**config.mk**
```make
export PLATFORM = sky130hd
export DESIGN_NAME = sertx_top
export DESIGN_NICKNAME = d
export VERILOG_FILES = /design/src/rtl/sertx_pkg.sv /design/src/rtl/sertx_baud.sv /design/src/rtl/sertx_hold.sv /design/src/rtl/sertx_shift.sv /design/src/rtl/sertx_top.sv
export SDC_FILE = /design/constraint.sdc
export NUM_CORES = 1
export LEC_CHECK = 0
export ABC_AREA = 1
export BUFFER_PORTS_ARGS = -buffer_cell sky130_fd_sc_hd__buf_2
export CELL_PAD_IN_SITES_DETAIL_PLACEMENT = 1
export CELL_PAD_IN_SITES_GLOBAL_PLACEMENT = 1
export CORE_AREA = 2 2 79 81
export CTS_BUF_LIST = sky130_fd_sc_hd__clkbuf_8
export CTS_CLUSTER_SIZE = 20
export DETAILED_ROUTE_END_ITERATION = 8
export DIE_AREA = 0 0 81 83
export HOLD_SLACK_MARGIN = 0.02
export PLACE_DENSITY_LB_ADDON = 0.1
export SLEW_MARGIN = 20
export SYNTH_ARGS = -nofsm -noshare
export SYNTH_HDL_FRONTEND = slang
export SYNTH_SLANG_ARGS = --single-unit
```
**constraint.sdc**
```tcl
create_clock -name clk -period 3.6 [get_ports clk]
set_input_delay 0.36 -clock clk [delete_from_list [all_inputs] [get_ports clk]]
set_output_delay 0.36 -clock clk [all_outputs]
set_load 0.03 [all_outputs]
```
**src/rtl/sertx_pkg.sv**
```systemverilog
package sertx_pkg;
    localparam int SUB_W = 6;

    typedef enum logic {
        SH_IDLE = 1'b0,
        SH_BUSY = 1'b1
    } sh_state_e;

    // last sub-bit count of a bit period: 16 or 64 ticks
    function automatic logic [SUB_W-1:0] last_sub(input logic fast);
        return fast ? SUB_W'(15) : SUB_W'(63);
    endfunction
endpackage

```
**src/rtl/sertx_baud.sv**
```systemverilog
module sertx_baud #(
    parameter int CNT_W    = 16,
    parameter int NARROW_W = 8
) (
    input  logic             clk,
    input  logic             rst_n,
    input  logic             run,
    input  logic             wide,
    input  logic [CNT_W-1:0] reload,
    output logic             tick
);
    localparam logic [CNT_W-1:0] NARROW_MASK =
        {{(CNT_W-NARROW_W){1'b0}}, {NARROW_W{1'b1}}};

    typedef struct packed {
        logic [CNT_W-1:0] cnt;
    } baud_st_t;

    baud_st_t         s_d, s_q;
    logic [CNT_W-1:0] reload_eff;

    always_comb begin
        reload_eff = wide ? reload : (reload & NARROW_MASK);
        tick       = run && (s_q.cnt == '0);
        s_d        = s_q;
        if (!run || (s_q.cnt == '0)) begin
            s_d.cnt = reload_eff;
        end else begin
            s_d.cnt = s_q.cnt - CNT_W'(1);
        end
    end

    always_ff @(posedge clk or negedge rst_n) begin
        if (!rst_n) begin
            s_q <= '0;
        end else begin
            s_q <= s_d;
        end
    end
endmodule

```
**src/rtl/sertx_hold.sv**
```systemverilog
module sertx_hold #(
    parameter int DATA_W = 8
) (
    input  logic              clk,
    input  logic              rst_n,
    input  logic              run,
    input  logic              wr,
    input  logic [DATA_W-1:0] wdata,
    input  logic              wbit9,
    input  logic              take,
    output logic              full,
    output logic [DATA_W-1:0] data,
    output logic              bit9,
    output logic              empty_flag
);
    typedef struct packed {
        logic              full;
        logic [DATA_W-1:0] data;
        logic              bit9;
        logic              flag;
    } hold_st_t;

    hold_st_t s_d, s_q;

    always_comb begin
        s_d      = s_q;
        // the flag trails the buffer state by one register
        s_d.flag = run && !s_q.full;
        if (!run) begin
            s_d.full = 1'b0;
        end else if (wr) begin
            s_d.full = 1'b1;
            s_d.data = wdata;
            s_d.bit9 = wbit9;
        end else if (take) begin
            s_d.full = 1'b0;
        end
    end

    always_ff @(posedge clk or negedge rst_n) begin
        if (!rst_n) begin
            s_q <= '0;
        end else begin
            s_q <= s_d;
        end
    end

    assign full       = s_q.full;
    assign data       = s_q.data;
    assign bit9       = s_q.bit9;
    assign empty_flag = s_q.flag;
endmodule

```
**src/rtl/sertx_shift.sv**
```systemverilog
module sertx_shift
    import sertx_pkg::*;
#(
    parameter int DATA_W = 8
) (
    input  logic              clk,
    input  logic              rst_n,
    input  logic              run,
    input  logic              nine,
    input  logic              fast,
    input  logic              tick,
    input  logic              full,
    input  logic [DATA_W-1:0] data,
    input  logic              bit9,
    output logic              take,
    output logic              txd,
    output logic              idle
);
    localparam int FRAME_W = DATA_W + 3;
    localparam int LEFT_W  = $clog2(FRAME_W + 1);

    typedef struct packed {
        sh_state_e          state;
        logic [FRAME_W-1:0] frame;
        logic [LEFT_W-1:0]  left;
        logic [SUB_W-1:0]   sub;
    } shift_st_t;

    shift_st_t s_d, s_q;

    always_comb begin
        take = run && (s_q.state == SH_IDLE) && full;
        s_d  = s_q;
        if (!run) begin
            s_d.state = SH_IDLE;
            s_d.frame = '1;
            s_d.left  = '0;
            s_d.sub   = '0;
        end else if (s_q.state == SH_BUSY) begin
            if (tick) begin
                if (s_q.sub == last_sub(fast)) begin
                    s_d.sub   = '0;
                    s_d.frame = {1'b1, s_q.frame[FRAME_W-1:1]};
                    s_d.left  = s_q.left - LEFT_W'(1);
                    if (s_q.left == LEFT_W'(1)) begin
                        s_d.state = SH_IDLE;
                    end
                end else begin
                    s_d.sub = s_q.sub + SUB_W'(1);
                end
            end
        end else if (take) begin
            s_d.state = SH_BUSY;
            s_d.frame = {1'b1, (nine ? bit9 : 1'b1), data, 1'b0};
            s_d.left  = nine ? LEFT_W'(FRAME_W) : LEFT_W'(FRAME_W - 1);
            s_d.sub   = '0;
        end
    end

    always_ff @(posedge clk or negedge rst_n) begin
        if (!rst_n) begin
            s_q.state <= SH_IDLE;
            s_q.frame <= '1;
            s_q.left  <= '0;
            s_q.sub   <= '0;
        end else begin
            s_q <= s_d;
        end
    end

    assign txd  = (s_q.state == SH_BUSY) ? s_q.frame[0] : 1'b1;
    assign idle = (s_q.state == SH_IDLE);
endmodule

```
**src/rtl/sertx_top.sv**
```systemverilog
module sertx_top #(
    parameter int CNT_W  = 16,
    parameter int DATA_W = 8
) (
    input  logic              clk,
    input  logic              rst_n,
    input  logic              tx_en_i,
    input  logic              nine_bit_i,
    input  logic              wide_cnt_i,
    input  logic              fast_tick_i,
    input  logic [CNT_W-1:0]  reload_i,
    input  logic              wr_i,
    input  logic [DATA_W-1:0] wdata_i,
    input  logic              wbit9_i,
    input  logic              irq_en_i,
    output logic              hold_empty_o,
    output logic              irq_o,
    output logic              shift_empty_o,
    output logic              txd_o
);
    localparam int NARROW_W = CNT_W / 2;

    logic              tick;
    logic              take;
    logic              full;
    logic [DATA_W-1:0] hdata;
    logic              hbit9;
    logic              flag;

    sertx_baud #(.CNT_W(CNT_W), .NARROW_W(NARROW_W)) u_baud (
        .clk    (clk),
        .rst_n  (rst_n),
        .run    (tx_en_i),
        .wide   (wide_cnt_i),
        .reload (reload_i),
        .tick   (tick)
    );

    sertx_hold #(.DATA_W(DATA_W)) u_hold (
        .clk        (clk),
        .rst_n      (rst_n),
        .run        (tx_en_i),
        .wr         (wr_i),
        .wdata      (wdata_i),
        .wbit9      (wbit9_i),
        .take       (take),
        .full       (full),
        .data       (hdata),
        .bit9       (hbit9),
        .empty_flag (flag)
    );

    sertx_shift #(.DATA_W(DATA_W)) u_shift (
        .clk   (clk),
        .rst_n (rst_n),
        .run   (tx_en_i),
        .nine  (nine_bit_i),
        .fast  (fast_tick_i),
        .tick  (tick),
        .full  (full),
        .data  (hdata),
        .bit9  (hbit9),
        .take  (take),
        .txd   (txd_o),
        .idle  (shift_empty_o)
    );

    assign hold_empty_o = flag;
    assign irq_o        = flag & irq_en_i;
endmodule

```
# == After elaboration in Yosys (flattened, before gate mapping) ==
# Index checks and enable logic that the tools add are counted.
# totals
regBits,49
output_inout_bits,4
# classes
bitwise_logic,2
n_mux,16
n_reduce_logical,11
eq_ne,6
addsub,3
# op_table
op,count
$mux W22,4
$mux W16,3
$logic_not A16 Y1,1
$sub A16 B1 Y16 const B,1
$mux W6,2
$mux W1,7
$add A6 B1 Y6 const B,1
$eq A6 B6 Y1,1
$ne A3 B1 Y1 const B,2
$ne A3 B3 Y1 const B,2
$eq A4 B1 Y1 const B,1
$logic_and A1 B1 Y1,4
$reduce_and A2 Y1,2
$sub A4 B1 Y4 const B,1
$reduce_and A3 Y1,1
$logic_not A1 Y1,2
$and A1 B1 Y1,1
$logic_or A1 B1 Y1,1
$not A1 Y1,1

# == Logic depth before layout (Yosys ltp) ==
# Gate-level depths: netlist of run 1.
# logic_depth
word_depth,6
ltp_mapped,10

# == Cells and area by module ==
# A second synthesis of run 1 with hierarchy kept.
# unflattened
cells_unflattened,364
area_unflattened_um2,2745.1
# by_module_without_submodules
mod,cells_each,n_inst,area_per_inst_um2
sertx_shift,158,1,1234.9
sertx_baud,158,1,1069.8
sertx_hold,46,1,432.9
sertx_top,2,1,7.5

# == Worst setup path after synthesis of run 1 ==
# OpenSTA, ideal clock, no wires.
# synth_path
kind,register to register
start,register u_baud.s_q[0] (netlist name)
end,register u_shift.s_q[9] (netlist name)
n_path_buf,1
required_ns,3.483
path_slack_ns,2.159
t_arrival_ns,1.324
stages_incl_launch_ff,11
cell_sequence,dfrtp_1 -> inv_1 -> ha_1 -> nand2_2 -> nor2_1 -> nand2_1 -> nand2_2 -> nand3_4 -> buf_6 -> nand2_1 -> nand2_1
# synth_between
elab_chain_len,4
# synth_lines
item,line_no,text
start: declaration,sertx_baud.sv:19,"baud_st_t s_d, s_q;"
start signal: assignment,sertx_baud.sv:35,s_q <= '0;
start signal: assignment,sertx_baud.sv:37,s_q <= s_d;
$logic_not A16 Y1,sertx_baud.sv:24,tick = run && (s_q.cnt == '0);
$logic_and A1 B1 Y1,sertx_baud.sv:24,
$ne A3 B3 Y1 (no source line),-,
$reduce_and A3 Y1 (no source line),-,
end: declaration,sertx_shift.sv:29,"shift_st_t s_d, s_q;"
# Every way passes these cells.
# A chain may end at the register's enable or synchronous reset.

# == Final worst setup path of run 1 ==
# layout_path
start,register u_shift.s_q[21] (netlist name)
end,output port txd_o
# layout_between
elab_chain_len,1
# layout_lines
item,line_no,text
$mux W1,sertx_shift.sv:71,assign txd = (s_q.state == SH_BUSY) ? s_q.frame[0] : 1'b1;
end: declaration,sertx_top.sv:19,output logic txd_o
# Every way passes these cells.

==> results of run 1 <==
==> power by group <==
part | switching (mW) | leakage (nW) | internal (mW)
clock | 0.189 | 0.0512 | 0.156
sequential | 0.0433 | 0.596 | 0.612
combinational | 0.126 | 0.884 | 0.0830
==> stage by stage <==
step | power (mW) | utilization, % | area [um^2]
after floorplan | 0.808 | - | 2700
after global placement | 0.866 | 50.2 | 2920
after detailed placement | 0.878 | 50.2 | 2920
after CTS | 1.23 | 51.8 | 3010
after global routing | 1.28 | 51.8 | 3010
final | 1.21 | 51.8 | 3010
==> cells by family after synthesis <==
kind of cell,count (synthesis)
flip-flops,49
adder cells (fa/ha/maj),4
AO/OA/AOI/OAI,24
XOR/XNOR,12
multiplexers,9
AND/OR/NAND/NOR,187
buffers and inverters,48
==> worst max-delay path, stage by stage, from the launching register on <==
cell     delay, ns
dfrtp_1       0.85
inv_1         0.27
or2_2         0.34
buf_2         0.18
==> state kept, by name, indices dropped and copies added, names as in the netlist <==
name and flops:
u_hold.data 8, u_baud.s_q 16, u_shift.s_q 22, u_hold.full 1
u_hold.bit9 1, u_hold.empty_flag 1
==> layout by cell type, fill, tap and decap left out, drive strengths merged <==
master	n
nand3	33
xnor2	3
xor2	9
a21oi	3
a31oi	1
or2	2
mux2	9
nand2	95
clkinv	2
clkbuf	6
inv	38
buf	37
dfrtp	38
dfstp	11
nand4	12
o21ai	20
nor2	39
nor3	5
nor3b	1
ha	4
==> per-layer routing <==
metal / wire length [um] / vias up
li1: - / 1130
met1: 2910 / 1089
met5: 0 / -
met2: 3060 / 28
met3: 174 / 6
met4: 49 / 0
==> final timing paths <==
check	start	end	slack, ns	depth (start not counted)
hold / removal	rst_n	u_baud.s_q[14]	0.14	1
setup reg to reg	u_shift.s_q[0]	u_shift.s_q[8]	1.65	8
hold reg to reg	u_hold.full	u_hold.empty_flag	0.46	1
max in group asynchronous	rst_n	u_shift.s_q[12]	2.68	2
setup / recovery	u_shift.s_q[21]	txd_o	1.30	3
min in group clk	reload_i[6]	u_baud.s_q[6]	0.25	3
==> layout make-up <==
type	instances	area share [%]
Multi-Input combinational cell	236	41.6
Sequential cell	49	41.1
Timing Repair Buffer	37	6.23
Inverter	38	4.73
Tap cell	75	3.11
Clock buffer	6	2.74
Clock inverter	2	0.457
==> summary.md, run 1 <==
| Metric | Value |
|---|---|
| Filler Cell Count | ~770 |
| Worst-margin pin slew | 0.804 ns |
| Setup Fix Bufs, Post-CTS | 0 |
| Post-synth top area cell | dfrtp_1 |
| Sink Count | a little under 50 |
| Maximum VDD drop | 0.209 mV |
| PostCTS Resize Cnt | 0 |
| Ant. Diodes | 0 |
| Via-to-Cell Ratio | 5.09 |
| GR Overflow Total | 0 |
| Area share of the largest cell type after synthesis | 35.2% |
| Fin cells | between 400 and 500 |
| First-pass GRT wire length | 11.0 mm |
| Post-Syn Nets | 370 |
| CP Max Fanout | 22 |
| Cell leakage power | 1.53 nW |
| Post-synth top cells | nand2_1, dfrtp_1, inv_1 |
| Synth Area in Compound Gates | around 4.5% |
| Initial antenna violation count | 0 |
| Worst-Skew Late Latency | around 0.30 ns |
| Drt drc | 0 |
| Starting Density | between 40% and 50% |
| Largest cells by area after synthesis | dfrtp_1, nand2_1, dfstp_2 |
| Die ar. | about 0.0067 mm^2 |
| Unrepaired setup endpoints after global routing | false |
| Max-cap violations | 0 |
| # port buffers | 36 |
| Post-synthesis adder-cell area fraction | 1.85% |
| Initial drt markers | 71 |
| Count of final hold-check violations | 0 |
| Crit end category | primary output |
| Num ports | 37 |
| Final setup TNS | 0 ns |
| Drt pass-1 iters | 4 |
| Final critical-path required period | 2.30 ns |
| Largest net degree at the start of global routing | 35 |
| Avg Synthesized Cell Area | 8.12 um^2 |
| DR vias | 2,253 |
| Nets | 404 |
| Met1 Resource Use GR | 27.3% |
| Detailed-placement wirelength estimate | between 4 and 5 mm |
| Met3 Usage GRT | 4.35% |
| H-tree Lvls | 2 |
| Pins Over Slew Limit | 0 |
| Most common cell in the netlist | nand2_1 |
| Via count of the first global-routing pass | 2,419 |
| Clock Pin Slew Worst Setup and Hold Paths | approximately 0.090 ns |
| Fin worst setup slack | 1.30 ns |
| Post-CTS Hold Buffers | 0 |
| TritonCTS clock tree | done |
| ANT nets after route | 0 |
| Dpl cells | 435 |
| GPL Wtd Cong | 0.797 |
| Register area share after synthesis | 45.9% |
| Synth Instances | 333 |
| CP Class | flop to primary output |
| Top FF cell, synth | dfrtp_1 |
| Pwr Density | 401 mW/mm^2 |
| Footprint of the multi-input gates | 0.00125 mm^2 |
| Hold crit path type | primary input to async pin |
| Dpl ws | approximately 1.6 ns |
| Clock skew | 0.00462 ns |
| Drt wl/cell | 14.0 um |
| Root buffer cell | clkbuf_8 |
| Share of post-route cells with drive strength above 1 | 23.9% |
| Main combinational cell family by area after synthesis | simple AND/OR/NAND/NOR gates |
| Layout Area Growth over Synthesis | 11.5% |
| Setup crit start kind | flop |
| Worst hold slack | 0.138 ns |
| Post-synth EDFFs | 0 |
| Worst slew margin | 46.4% |
| Clk buf depth | 2 |
| Post-Synth XOR/XNOR Area | 3.89% |
| Rows | 28 |
| Status | finished clean |
| Die Y | 83 um |
| Multiplexer area fraction after synthesis | 3.75% |
| Simple-gate share of the synthesized area | between 30% and 40% |
| Netlist Area Pre-Place | about 0.0027 mm^2 |
| Crit path DAT | between 1.5 and 2 ns |
| Core Region | 0.00582 mm^2 |
| Register Area | 0.00124 mm^2 |
| Post-synth ARST share | 100% |
| Max Freq | ~430 MHz |
| GR met2 Demand/Resource | about a third |
| GRT Total Usage | 20.6% |
| Final setup viols | 0 |
| Die width | a little over 80 um |
| Number of buffers created by CTS | 5 |
| Distinct cells, synth | 30 |
| Final wirelength | 6.20 mm |
| Global route hottest layer | met2 |
| Synth Warn # | 0 |
| Worst Path Required | 3.24 ns |
| Yosys reg bits | 49 |
| Final worst path period share | 63.9% |
(Power assumes the default switching activity.)
==> inputs of run 2 (changes only) <==
Settings changed: CORE_AREA 2 2 79 81 to 2 2 86 88, DIE_AREA 0 0 81 83 to 0 0 88 90.
Clock period 3.6 ns to 2.1 ns, I/O delays scaled along.
==> run 2 against run 1 <==
Net effect:
- register-to-register slack lost 1.3 ns
- sequential power rose by 71%
- wire length is 0.95% higher
- first-iteration DRC count stayed put
- clock-buffer cell count decreased by 1
- via count about the same
- die area is 18% higher
- global-route usage fell by 3.1 points
- flip-flop and latch count unchanged
- worst setup slack lost 1.0 ns
- total power increased by 80%
- final area rose by 2.4%
- largest cell class unchanged
==> summary.md, run 2 (synthesized netlist as in run 1, its figures left out) <==
| Metric | Value |
|---|---|
| Ant. Diodes | 0 (unchanged) |
| Worst Path Required | 1.89 ns (-1.35 ns) |
| Die ar. | 0.00792 mm^2 (+18%) |
| Dpl cells | 462 (+6.2%) |
| GPL Wtd Cong | 0.791 (-0.68%) |
| Status | finished clean |
| Sink Count | 49 (unchanged) |
| Detailed-placement wirelength estimate | 4.62 mm (+1.7%) |
| R2R Path End | u_shift.s_q[8] |
| GR Overflow Total | 0 (unchanged) |
| Drt pass-1 iters | 4 (unchanged) |
| Starting Density | 38.5% (-8.0 points) |
| Worst-Skew Late Latency | 0.30 ns (about the same) |
| Pins Over Slew Limit | 0 (unchanged) |
| GRT Total Usage | 17.5% (-3.1 points) |
| Layout Area Growth over Synthesis | 14.2% |
| Share of post-route cells with drive strength above 1 | 24.5% (+0.62 points) |
| Rows | 31 (+11%) |
| Cell Area, Placed | 0.00297 mm^2 (+1.8%) |
| Commonest non-fill, non-tap cell in the layout | nand2_1 |
| CP Class | flop to primary output |
| Die width | 88 um (+8.6%) |
| Max-cap violations | 0 (unchanged) |
| Hold crit path type | primary input to async pin |
| Dpl ws | 0.350 ns (-1.29 ns) |
| Initial drt markers | 71 (unchanged) |
| TritonCTS clock tree | done |
| Worst-path cell chain | inv_1, or2_2, buf_2 |
| Root buffer cell | clkbuf_8 |
| Die Y | 90 um (+8.4%) |
| Largest net degree at the start of global routing | 50 (+43%) |
| Worst reg-to-reg setup slack | 0.36 ns (-1.29 ns) |
| Unrepaired setup endpoints after global routing | false |
| Final setup TNS | 0 ns (unchanged) |
| CP Max Fanout | 9 (-59%) |
| Via count of the first global-routing pass | 2,305 (-4.7%) |
| # port buffers | 36 (unchanged) |
| Setup Fix Bufs, Post-CTS | 0 (unchanged) |
| Leading cell types in the layout, fill and taps excluded | nand2_1, dfrtp_1, buf_2 |
| ANT nets after route | 0 (unchanged) |
| Number of buffers created by CTS | 5 (unchanged) |
| PostCTS Resize Cnt | 0 (unchanged) |
| Clock Pin Slew Worst Setup and Hold Paths | 0.09 ns (about the same) |
| Worst slew margin | 58.2% (+12 points) |
| CP max stage delay | 0.57 ns (-0.28 ns) |
| Total power | 2.17 mW (+80%) |
| Crit end category | primary output |
| Core Region | 0.00702 mm^2 (+21%) |
| Pwr Density | 705 mW/mm^2 (+76%) |
| Nets | 407 (+0.74%) |
| Final critical-path required period | between 1.5 and 2 ns |
| H-tree Lvls | 2 (unchanged) |
| Maximum VDD drop | 0.347 mV (+66%) |
| Clk buf depth | 2 (unchanged) |
| Fin worst setup slack | 0.285 ns (-1.01 ns) |
| Drt wl/cell | 13.3 um (-4.8%) |
| Drt drc | 0 (unchanged) |
| DR vias | 2,251 (-0.089%) |
| Fin cells | 470 (+6.1%) |
| Initial antenna violation count | 0 (unchanged) |
| Worst hold slack | 0.00198 ns (-0.136 ns) |
| Final setup viols | 0 (unchanged) |
| Clock skew | 0.00356 ns (-0.00106 ns) |
| Max Freq | ~550 MHz |
| Reg2reg start | u_shift.s_q[0] |
| Final core utilization | 43.9% (-7.9 points) |
| Worst-margin pin slew | 0.627 ns (-0.177 ns) |
| Via-to-Cell Ratio | 4.79 (-5.8%) |
| Final wirelength | 6.26 mm (+0.95%) |
| Max FFs per register | 22 (unchanged) |
| Final worst path period share | about 86% |
| Count of final hold-check violations | 0 (unchanged) |
| CP max stage cell | dfrtp_1 |
| Post-CTS Hold Buffers | 0 (unchanged) |
| Crit path DAT | 1.61 ns (-0.33 ns) |
| Num ports | 37 (unchanged) |
| Setup crit start kind | flop |
| Biggest register | u_shift.s_q |
| Cells on worst reg2reg path | 8 (unchanged) |
| Cell leakage power | 1.55 nW (+1.1%) |
| First-pass GRT wire length | 11.0 mm (+0.57%) |
| Final Cell Area | 0.00309 mm^2 (+2.4%) |
-- run 2: cell count changes in the layout (fill, tap and decap cells not counted) --
cell        previous run  this run
clkinv_2               1         0
clkinvlp_4             0         1
buf_4                  1         4
bufinv_16              0         1
clkbuf_8               6         5
-- run 2: worst max path at each step --
stage / from / end / slack [ns] / depth (start not counted)
6_report: u_shift.s_q[21] / txd_o / 0.28 / 3
2_1_floorplan: u_baud.s_q[0] / u_shift.s_q[9] / 0.66 / 10
4_1_cts: u_shift.s_q[21] / txd_o / 0.26 / 3
3_3_place_gp: u_baud.s_q[0] / u_baud.s_q[5] / 0.39 / 8
3_5_place_dp: u_shift.s_q[0] / u_shift.s_q[8] / 0.35 / 8
5_1_grt: u_shift.s_q[0] / u_shift.s_q[8] / 0.12 / 8
-- run 2: critical path, delay by kind of cell, from the launching register on --
kind	cells	cell delay, ns
flops	1	0.57
buf+inv	2	0.41
simple gates	1	0.32
-- run 2: layout make-up --
cell class / instances / area, um^2
timing repair buffer: 40 / 210
tap: 99 / 124
inverter: 38 / 143
clock inverter: 3 / 46.3
multi-input combinational: 236 / 1250
fill: 858 / 3940
clock buffer: 5 / 68.8
sequential: 49 / 1240
-- run 2: layer usage --
metal	track usage (%)	share of wire [%]	up-vias	routed length, um
met4	3.85	0.74	0	46
met1	24.5	49	1089	3050
met5	0	0	-	0
met2	28.2	48	24	3020
li1	-	-	1134	-
met3	2.85	2.3	4	144
-- run 2: power breakdown --
group / leakage (nW) / switching (mW) / internal [mW]
Combinational: 0.899 / 0.216 / 0.144
Clock: 0.0543 / 0.336 / 0.357
Sequential: 0.596 / 0.0713 / 1.05
